$ cat config.mk
export PLATFORM = sky130hd
export DESIGN_NAME = frb_ctrl
export DESIGN_NICKNAME = d
export VERILOG_FILES = /design/src/rtl/frb_pkg.sv /design/src/rtl/frb_row_buf.sv /design/src/rtl/frb_seq.sv /design/src/rtl/frb_counter.sv /design/src/rtl/frb_ctrl.sv
export SDC_FILE = /design/constraint.sdc
export NUM_CORES = 1
export LEC_CHECK = 0
export BUFFER_PORTS_ARGS = -buffer_cell sky130_fd_sc_hd__buf_2
export CAP_MARGIN = 30
export CORE_AREA = 4 4 450 452
export DETAILED_ROUTE_END_ITERATION = 10
export DIE_AREA = 0 0 454 456
export PLACE_DENSITY_LB_ADDON = 0.15
export SLEW_MARGIN = 10
export SYNTH_ARGS = -nofsm -noshare
export SYNTH_HDL_FRONTEND = slang
export SYNTH_SLANG_ARGS = --single-unit
$ cat constraint.sdc
create_clock -name clk -period 84.6 [get_ports clk]
set_input_delay 25.38 -clock clk [delete_from_list [all_inputs] [get_ports clk]]
set_output_delay 25.38 -clock clk [all_outputs]
set_load 0.005 [all_outputs]
$ cat src/rtl/frb_pkg.sv
// Package: shared types of the flash row-buffer read controller.
// Assumes nothing beyond its users importing it before use.
package frb_pkg;

    // Classification of one cycle at the fetch port.
    typedef enum logic [1:0] {
        ACC_IDLE  = 2'd0,   // no request, no invalidate
        ACC_HIT   = 2'd1,   // request served from the open row
        ACC_FILL  = 2'd2,   // request needs a row load this cycle
        ACC_FLUSH = 2'd3    // invalidate, overrides any request
    } frb_acc_e;

endpackage

$ cat src/rtl/frb_row_buf.sv
// Module: frb_row_buf
// Holds one flash row, its index and a valid flag, and selects one word of
// it for the read path. Assumes load_i and flush_i are never high together;
// the row contents carry no reset because the valid flag guards them.
module frb_row_buf #(
    parameter  int ROW_W     = 1024,
    parameter  int WORD_W    = 32,
    parameter  int ROW_IDX_W = 10,
    localparam int WORDS     = ROW_W / WORD_W,
    localparam int WSEL_W    = $clog2(WORDS)
) (
    input  logic                 clk,
    input  logic                 rst_n,
    input  logic                 flush_i,
    input  logic                 load_i,
    input  logic [ROW_IDX_W-1:0] load_row_i,
    input  logic [ROW_W-1:0]     load_data_i,
    input  logic [WSEL_W-1:0]    wsel_i,
    output logic                 valid_o,
    output logic [ROW_IDX_W-1:0] row_o,
    output logic [WORD_W-1:0]    word_o
);

    logic                 valid_q;
    logic [ROW_IDX_W-1:0] row_q;
    logic [ROW_W-1:0]     data_q;
    logic [WORD_W-1:0]    words [WORDS];

    // Valid flag: cleared by reset or flush, set by a row load.
    always_ff @(posedge clk) begin
        if (!rst_n) begin
            valid_q <= 1'b0;
        end else if (flush_i) begin
            valid_q <= 1'b0;
        end else if (load_i) begin
            valid_q <= 1'b1;
        end
    end

    // Row index register: records which row the buffer holds.
    always_ff @(posedge clk) begin
        if (!rst_n) begin
            row_q <= '0;
        end else if (load_i) begin
            row_q <= load_row_i;
        end
    end

    // Row contents: captured whole at the end of a load cycle.
    always_ff @(posedge clk) begin
        if (load_i) begin
            data_q <= load_data_i;
        end
    end

    // Split the row into words, word k at bits [k*WORD_W +: WORD_W].
    for (genvar g = 0; g < WORDS; g++) begin : g_word
        assign words[g] = data_q[g*WORD_W +: WORD_W];
    end

    // Word select for the read path.
    always_comb begin
        word_o = words[wsel_i];
    end

    assign valid_o = valid_q;
    assign row_o   = row_q;

endmodule

$ cat src/rtl/frb_seq.sv
// Module: frb_seq
// Classifies each cycle as idle, hit, fill or flush and derives ready, the
// row-load strobe and the counter increments. Assumes the requester holds
// its address while ready is low, so a fill is followed by its completion.
module frb_seq
    import frb_pkg::*;
#(
    parameter int ROW_IDX_W = 10
) (
    input  logic                 clk,
    input  logic                 rst_n,
    input  logic                 req_i,
    input  logic                 inval_i,
    input  logic [ROW_IDX_W-1:0] row_req_i,
    input  logic                 buf_valid_i,
    input  logic [ROW_IDX_W-1:0] buf_row_i,
    output logic                 rdy_o,
    output logic                 fill_o,
    output logic                 flush_o,
    output logic                 cnt_hit_o,
    output logic                 cnt_miss_o
);

    frb_acc_e acc;
    logic     row_match;
    logic     fill_q;

    // Open-row comparison against the requested row index.
    always_comb begin
        row_match = buf_valid_i && (buf_row_i == row_req_i);
    end

    // Cycle classification; invalidate has the highest priority.
    always_comb begin
        if (inval_i) begin
            acc = ACC_FLUSH;
        end else if (!req_i) begin
            acc = ACC_IDLE;
        end else if (row_match) begin
            acc = ACC_HIT;
        end else begin
            acc = ACC_FILL;
        end
    end

    // Remembers that the previous cycle loaded a row for the held fetch.
    always_ff @(posedge clk) begin
        if (!rst_n) begin
            fill_q <= 1'b0;
        end else begin
            fill_q <= (acc == ACC_FILL);
        end
    end

    // Port-side controls and counter events.
    always_comb begin
        rdy_o      = (acc == ACC_HIT);
        fill_o     = (acc == ACC_FILL);
        flush_o    = (acc == ACC_FLUSH);
        cnt_hit_o  = (acc == ACC_HIT) && !fill_q;
        cnt_miss_o = (acc == ACC_FILL);
    end

endmodule

$ cat src/rtl/frb_counter.sv
// Module: frb_counter
// Free-running event counter that wraps at its width.
// Assumes one event per cycle at most.
module frb_counter #(
    parameter int CNT_W = 32
) (
    input  logic             clk,
    input  logic             rst_n,
    input  logic             inc_i,
    output logic [CNT_W-1:0] cnt_o
);

    logic [CNT_W-1:0] cnt_q;

    // Count register: cleared by reset, stepped by one per event.
    always_ff @(posedge clk) begin
        if (!rst_n) begin
            cnt_q <= '0;
        end else if (inc_i) begin
            cnt_q <= cnt_q + CNT_W'(1);
        end
    end

    assign cnt_o = cnt_q;

endmodule

$ cat src/rtl/frb_ctrl.sv
// Module: frb_ctrl (top)
// Row-buffer read controller between an instruction-fetch port and a flash
// array read one row at a time. Assumes the array returns the addressed row
// within the cycle that arr_rd_o is high, and that the requester holds
// addr_i until rdy_o rises.
module frb_ctrl #(
    parameter  int ADDR_W    = 17,
    parameter  int ROW_BYTES = 128,
    parameter  int WORD_W    = 32,
    parameter  int CNT_W     = 32,
    localparam int ROW_W     = ROW_BYTES * 8,
    localparam int WORDS     = ROW_W / WORD_W,
    localparam int WSEL_W    = $clog2(WORDS),
    localparam int BSEL_W    = $clog2(WORD_W / 8),
    localparam int ROW_LSB   = BSEL_W + WSEL_W,
    localparam int ROW_IDX_W = ADDR_W - ROW_LSB
) (
    input  logic                 clk,
    input  logic                 rst_n,
    input  logic                 inval_i,
    input  logic                 req_i,
    input  logic [ADDR_W-1:BSEL_W] addr_i,
    output logic                 rdy_o,
    output logic [WORD_W-1:0]    rdata_o,
    output logic                 arr_rd_o,
    output logic [ROW_IDX_W-1:0] arr_row_o,
    input  logic [ROW_W-1:0]     arr_data_i,
    output logic [CNT_W-1:0]     hit_cnt_o,
    output logic [CNT_W-1:0]     miss_cnt_o
);

    logic [ROW_IDX_W-1:0] row_req;
    logic [WSEL_W-1:0]    wsel;
    logic                 buf_valid;
    logic [ROW_IDX_W-1:0] buf_row;
    logic                 fill;
    logic                 flush;
    logic                 cnt_hit;
    logic                 cnt_miss;

    // Address split into row index and word select.
    always_comb begin
        row_req = addr_i[ADDR_W-1:ROW_LSB];
        wsel    = addr_i[ROW_LSB-1:BSEL_W];
    end

    frb_row_buf #(
        .ROW_W     (ROW_W),
        .WORD_W    (WORD_W),
        .ROW_IDX_W (ROW_IDX_W)
    ) u_buf (
        .clk         (clk),
        .rst_n       (rst_n),
        .flush_i     (flush),
        .load_i      (fill),
        .load_row_i  (row_req),
        .load_data_i (arr_data_i),
        .wsel_i      (wsel),
        .valid_o     (buf_valid),
        .row_o       (buf_row),
        .word_o      (rdata_o)
    );

    frb_seq #(
        .ROW_IDX_W (ROW_IDX_W)
    ) u_seq (
        .clk         (clk),
        .rst_n       (rst_n),
        .req_i       (req_i),
        .inval_i     (inval_i),
        .row_req_i   (row_req),
        .buf_valid_i (buf_valid),
        .buf_row_i   (buf_row),
        .rdy_o       (rdy_o),
        .fill_o      (fill),
        .flush_o     (flush),
        .cnt_hit_o   (cnt_hit),
        .cnt_miss_o  (cnt_miss)
    );

    frb_counter #(.CNT_W(CNT_W)) u_hit_cnt (
        .clk   (clk),
        .rst_n (rst_n),
        .inc_i (cnt_hit),
        .cnt_o (hit_cnt_o)
    );

    frb_counter #(.CNT_W(CNT_W)) u_miss_cnt (
        .clk   (clk),
        .rst_n (rst_n),
        .inc_i (cnt_miss),
        .cnt_o (miss_cnt_o)
    );

    // Array read port driven straight from the fill decision.
    assign arr_rd_o  = fill;
    assign arr_row_o = row_req;

endmodule

==> key figures, run 1 <==
Drt
  • TritonRoute pass-1 iters: 5
  • DRT iter0 DRCs: 2091
  • # DRC: 0
  • Detail Route Antenna Nets: 0
  • Vias: ~28000
  • Routed WL per cell: ~29 um
  • Vias/cell: 4.39
  • Final wirelength: between 150 and 200 mm

STA
  • Unrepaired setup endpoints after global routing: false
  • Worst Skew: around 0.023 ns
  • Fmax: between 0.015 and 0.02 GHz
  • Part of the cycle the worst path needs: around two thirds
  • Period minus WS final: around 55 ns
  • Final Hold Viols: 0
  • Transition time of the tightest slew-check pin: 1.10 ns
  • PnR worst setup slack: between 20 and 30 ns
  • Max-Slew Margin vs Limit: about 26%
  • Max-slew violation count: 0
  • Setup TNS: 0 ns
  • Number of setup violations in the final report: 0

Yosys
  • Largest area contributor in the netlist: edfxtp_1
  • Synth Register Bits: 1100
  • Yosys Warn Count: 0
  • Synth unique cells: 45
  • Synth top cells by count: edfxtp_1 (1024), mux4_2 (192), a211oi_1 (95)
  • Synth area leaders: edfxtp_1 (71%), mux4_2 (10%), dfxtp_1 (3.5%)
  • Mean area per synthesized cell: between 15 and 20 um2
  • Seq/Total Area, Yosys: 75.0%
  • Most used flip-flop cell after synthesis: edfxtp_1
  • Netlist Area Pre-Place: between 40000 and 50000 um2
  • Async set-reset flop share out of synthesis: 0%
  • Post-synth EDFFs: between 1000 and 1500
  • Post-synth net total: roughly 3300
  • Mapped Cells: between 2000 and 2500
  • Top cell type's share of synthesized area: between 70% and 80%
  • Most common cell in the netlist: edfxtp_1

Power and ir drop
  • Pwr per Cell Area: between 20 and 25 nW/um2
  • Max VDD drop: between 10 and 15 uV
  • Leak pwr: around 20 nW
  • Power Total: approximately 0.0013 W

Setup path
  • Worst R2R Setup Slack: a little under 80 ns
  • RR Endpoint: u_buf.data_q[199]$_DFFE_PN_
  • Element type at the critical path end: primary output
  • Reg-to-reg startpoint: u_buf.row_o[9]$_SDFFE_PN0N_
  • Critical path class: in -> out
  • Crit path max fanout: 100
  • CP startpoint kind: primary input
  • Arrival @ worst endpoint: around 30 ns
  • R2r worst-path depth: 10
  • Worst path required time: slightly below 60 ns

Floorplan
  • Die W: approximately 450 um
  • Die area: around 210000 um2
  • Die Ht: 456 um
  • Top-level I/O count: between 1000 and 1500
  • Row count: 164
  • Core ar.: 199000 um2
  • Initial Utilization: between 20% and 30%

GRT
  • Largest net degree at the start of global routing: approximately 100
  • Vias in the first global route: between 20000 and 30000
  • GRT Util Overall: roughly 17%
  • Initial antenna violation count: ~300
  • First-pass GRT wire length: 243 mm
  • Grt ovf: 0

Flow run
  • Max cap viols: 0

Final layout
  • Register area: between 30000 and 40000 um2
  • Layout cells sized above 1: between 40% and 50%
  • Syn-to-layout area delta: 31.9%
  • Layout Cells excl Fill: roughly 6300
  • Area taken by multi-input logic gates: between 10000 and 15000 um2
  • Fin nets: 4548
  • Layout fillers: 20100

Clock tree
  • CTS buffer count: 138
  • Clk sinks: 1100
  • CTS max path bufs: 3
  • Post-CTS sizing: 0
  • Worst-skew pair later-pin latency: about 0.80 ns
  • Clock root buffer: clkbuf_16
  • Post-CTS setup buffer count: 0
  • Cts hold-fix bufs: 0
  • CTS tree: built
  • CTS H-tree depth: 4
  • Clk slew on worst S/H paths: ~0.06 ns

Place
  • Placed Instances: between 6000 and 7000
  • Port-buffer cells: 1150
  • Place WS: roughly 29 ns
  • GP Congestion: ~0.84
  • Half-perimeter wire length after placement: 139 mm

Hold path
  • Worst Min Path Start: u_buf.row_o[9]$_SDFFE_PN0N_
  • Worst Hold Class: reg -> reg
  • WHS Path Cells: 2
  • WHS Endpoint: u_buf.row_o[9]$_SDFFE_PN0N_

Run status
  • Run status: completed
==> report_power, final <==
group	total, W	internal (W)	switching, W
registers	0.000645	0.000634	0.0000119
logic	0.000109	0.0000490	0.0000602
clock network	0.000588	0.000342	0.000247
total	0.00134	0.00102	0.000319
==> per-layer routing <==
metal  track usage, %  part of all wire, %  wire [um]  up-vias
li1                 -                    -          -    11900
met1             21.0                   40      72500    13800
met3             5.07                  7.4      13600      603
met5                0                 0.30        553        -
met2             29.1                   49      89900     1322
met4             5.48                  3.5       6480       86
==> placed cells by master (no fill, tap or decap), types with 6 or more instances in the layout <==
master and count:
clkinv_1 21, mux4_2 192, nor4_1 31, o31ai_1 33
buf_16 6, a211oi_1 94, buf_2 1148, o21ai_0 85
inv_6 6, a21oi_1 90, nand2_1 46, nand2b_1 6
xnor2_1 7, nor2_1 46, bufinv_16 8, nand4_1 11
clkbuf_16 144, buf_4 58, or3_1 23, diode_2 70
clkbuf_1 27, inv_1 15, edfxtp_1 1024, or4_1 32
mux2_2 64, dfxtp_1 76, nor2b_1 64, or2_2 34
clkinv_2 25, a31oi_1 32, nand3_1 23, mux2i_1 71
==> how the worst max path moves through the flow <==
stage	startpoint	endpoint	depth (start not counted)
after CTS	addr_i[3]	rdata_o[31]	9
after global routing	addr_i[3]	rdata_o[26]	11
after global placement	addr_i[3]	rdata_o[31]	9
final	addr_i[3]	rdata_o[26]	11
after detailed placement	addr_i[3]	rdata_o[31]	9
after floorplan	addr_i[3]	rdata_o[12]	6
==> cells by family after synthesis <==
| kind of cell | after synthesis | synth area share (%) |
|---|---|---|
| DFF | 1100 | 75.0 |
| AOI/OAI and AO/OA | 345 | 4.89 |
| muxes | 327 | 13.4 |
| xor gates and xnor gates | 14 | 0.372 |
| and+or+nand+nor | 340 | 4.61 |
| buffers and inverters | 168 | 1.75 |
| adders and majority gates | 2 | 0.0581 |
==> stage by stage <==
step           util [%]  hold slack, ns  cell area, um2
2_1_floorplan         -           0.450           43100
3_3_place_gp       26.1           0.457           52000
3_5_place_dp       26.2           0.467           52100
4_1_cts            28.4           0.475           56500
5_1_grt            28.5           0.493           56700
6_report           28.6           0.472           56800
==> area by class of cell <==
cell class | instances | share of cell area (%)
multi-input cells | 1028 | 17.8
well taps | 2656 | 5.85
clock buffers | 176 | 6.64
diodes | 70 | 0.308
repair buffers | 1218 | 11.3
inverters | 17 | 0.126
clock inverters | 69 | 1.17
flip-flops and latches | 1100 | 56.8
==> critical path, cell delays in order <==
cell and delay [ns]:
buf_8 0.46, buf_4 0.64, buf_12 0.54, buf_4 0.61
mux4_2 0.33, nor2_1 0.05, nor4_1 0.31, buf_4 0.16
a211oi_1 0.04, a31oi_1 0.76, buf_2 0.26
==> registers in the layout, summed over array words and instances (netlist names) <==
name,cells
u_hit_cnt.cnt_o,32
u_buf.row_o,10
u_miss_cnt.cnt_o,32
u_seq.fill_q,1
u_buf.data_q,1024
u_buf.valid_o,1
Power figures use the tool's default switching activity.
==> run 2: changes to the inputs <==
ABC_AREA = 1   (was default)
CORE_AREA = 4 4 442 444   (was 4 4 450 452)
DIE_AREA = 0 0 446 448   (was 0 0 454 456)
clock period = 51 ns   (was 84.6 ns; I/O delays follow)
==> key figures, run 2 <==
Run status
  • Run status: completed

Clock tree
  • CTS H-tree depth: 4
  • Clk sinks: 1100
  • Clk slew on worst S/H paths: 0.05 ns
  • Clock root buffer: clkbuf_16
  • Post-CTS setup buffer count: 0
  • Worst-skew pair later-pin latency: between 0.7 and 0.8 ns
  • Cts hold-fix bufs: 0
  • CTS buffer count: 137
  • Post-CTS sizing: 0
  • CTS max path bufs: 3
  • CTS tree: built

Final layout
  • Commonest non-fill, non-tap cell in the layout: buf_2
  • Layout cells sized above 1: between 20 and 30%
  • Max FFs per register: roughly 1000
  • Area taken by multi-input logic gates: ~10000 um2
  • Register area: approximately 32000 um2
  • Biggest register: u_buf.data_q
  • Syn-to-layout area delta: 28.9%
  • Fin nets: between 5000 and 6000
  • Layout fillers: 20000
  • Final Cell Area: 56900 um2
  • Commonest cells after routing, fill and taps aside: buf_2 (1146), edfxtp_1 (1024), nor2_1 (645), o21ai_0 (547), nand2_1 (285)

Drt
  • Vias: 34800
  • # DRC: 0
  • TritonRoute pass-1 iters: 5
  • Vias/cell: roughly 4.8
  • Final wirelength: 215 mm
  • DRT iter0 DRCs: approximately 3400
  • Routed WL per cell: roughly 30 um
  • Detail Route Antenna Nets: 0

Setup path
  • Worst path required time: ~36 ns
  • Element type at the critical path end: primary output
  • Arrival @ worst endpoint: about 20 ns
  • Critical path class: in -> out
  • Worst R2R Setup Slack: between 40 and 50 ns
  • Crit path max fanout: 83
  • CP startpoint kind: primary input
  • Reg-to-reg startpoint: u_buf.row_o[2]$_SDFFE_PN0N_
  • CP startpoint: addr_i[2]

STA
  • Worst Skew: 0.0309 ns
  • Max-slew violation count: 0
  • Unrepaired setup endpoints after global routing: false
  • Period minus WS final: 34.93 ns
  • Max-Slew Margin vs Limit: roughly 20%
  • Fmax: around 0.029 GHz
  • Transition time of the tightest slew-check pin: 1.20 ns
  • Final Hold Viols: 0
  • Number of setup violations in the final report: 0
  • Part of the cycle the worst path needs: 68.5%
  • PnR worst setup slack: approximately 16 ns
  • Setup TNS: 0 ns

Floorplan
  • Row count: ~160
  • Die area: between 150000 and 200000 um2
  • Initial Utilization: between 20% and 30%
  • Die W: about 450 um
  • Core ar.: around 190000 um2
  • Die Ht: roughly 450 um
  • Top-level I/O count: about 1200

Yosys
  • Most used flip-flop cell after synthesis: edfxtp_1
  • Synth unique cells: 37
  • Synth area leaders: edfxtp_1 (70%), o21ai_0 (6.2%), nor2_1 (5.5%)
  • Synth Register Bits: 1100
  • Netlist Area Pre-Place: approximately 44000 um2
  • Yosys Warn Count: 0
  • Seq/Total Area, Yosys: 73.1%
  • Largest area contributor in the netlist: edfxtp_1
  • Most common cell in the netlist: edfxtp_1
  • Post-synth net total: roughly 4600
  • Mapped Cells: 3524
  • Async set-reset flop share out of synthesis: 0%
  • Mean area per synthesized cell: roughly 13 um2
  • Synth top cells by count: edfxtp_1 (1024), nor2_1 (645), o21ai_0 (547)
  • Top cell type's share of synthesized area: between 60 and 70%
  • Post-synth EDFFs: 1024

GRT
  • Initial antenna violation count: 249
  • Vias in the first global route: 33700
  • GRT Util Overall: approximately 20%
  • Grt ovf: 0
  • Largest net degree at the start of global routing: a little under 200
  • First-pass GRT wire length: 282 mm

Flow run
  • Max cap viols: 0

Place
  • Placed instance area: 52400 um2
  • GP Congestion: a little over 0.9
  • Port-buffer cells: 1150
  • Place WS: approximately 16 ns
  • Half-perimeter wire length after placement: roughly 160 mm

Hold path
  • Worst Hold Class: reg -> reg
  • Worst Min Path Start: u_buf.row_o[7]$_SDFFE_PN0N_

Power and ir drop
  • Max VDD drop: 25.4 uV
  • Pwr per Cell Area: 38.5 nW/um2
  • Leak pwr: a little over 20 nW
-- run 2: cell types whose count changed after synthesis, sizes merged, moves of 64 or more --
cell    delta
o221ai   +200
mux2      -64
o21ai    +499
mux2i     -71
nor2     +609
nand3    +136
nor2b     -65
a211oi    -95
nand2    +240
mux4     -192
-- run 2: worst paths after layout --
check	end	depth (start not counted)
hold reg to reg	u_buf.row_o[7]$_SDFFE_PN0N_	2
setup reg to reg	u_buf.data_q[335]$_DFFE_PN_	11
hold / removal	u_buf.row_o[7]$_SDFFE_PN0N_	2
setup / recovery	rdata_o[22]	12
-- run 2: critical path, stage by stage --
cell and delay [ns]:
buf_8 0.30, buf_4 0.66, buf_4 0.62, buf_4 0.78
buf_4 0.59, o21ai_0 0.21, o22ai_1 0.32, o21ai_0 0.14
o21ai_1 0.15, nand2_1 0.06, nand2_1 0.08, buf_2 0.11
-- run 2: area by class of cell --
class                           count  area share (%)
Sequential cell                  1100            56.7
Multi-Input combinational cell   2097            18.3
Timing Repair Buffer             1195            11.1
Clock buffer                      175            6.41
Tap cell                         2526            5.56
Clock inverter                     73           0.994
Inverter                           80           0.614
Antenna cell                       81           0.356
-- run 2: metal layers --
metal / global-route usage (%) / vias to the layer above / part of all wire, %
met1: 26.2 / 17300 / 41
met4: 6.26 / 72 / 3.2
met3: 5.08 / 529 / 7.3
li1: - / 15300 / -
met2: 34.2 / 1655 / 48
met5: 0 / - / 0.20
-- run 2: kinds of logic (layout without fill, tap and decap cells) --
| group | after synthesis | in the layout | synth area share [%] |
|---|---|---|---|
| other cells | 0 | 81 | 0 |
| simple gates | 1168 | 1168 | 10.9 |
| xor+xnor | 27 | 27 | 0.536 |
| compound gates | 900 | 900 | 12.1 |
| buf+inv | 327 | 1523 | 3.31 |
| flops | 1100 | 1100 | 73.1 |
| fa+ha+maj | 2 | 2 | 0.0567 |
-- run 2: report_power, final --
part	leakage (nW)	internal (W)	switching, W	total, W
clock	2.05	0.000525	0.000411	0.000937
combinational	8.45	0.0000602	0.000123	0.000183
sequential	10.2	0.00105	0.0000203	0.00107
-- run 2: stage by stage --
step	utilization, %	cells	total power (W)	hold slack (ns)
floorplan	-	3524	0.00119	0.442
global placement	27.3	6993	0.00127	0.454
detailed placement	27.4	6996	0.00127	0.464
CTS	29.6	7244	0.00222	0.473
global route	29.6	7287	0.00227	0.492
finish	29.7	7327	0.00219	0.466
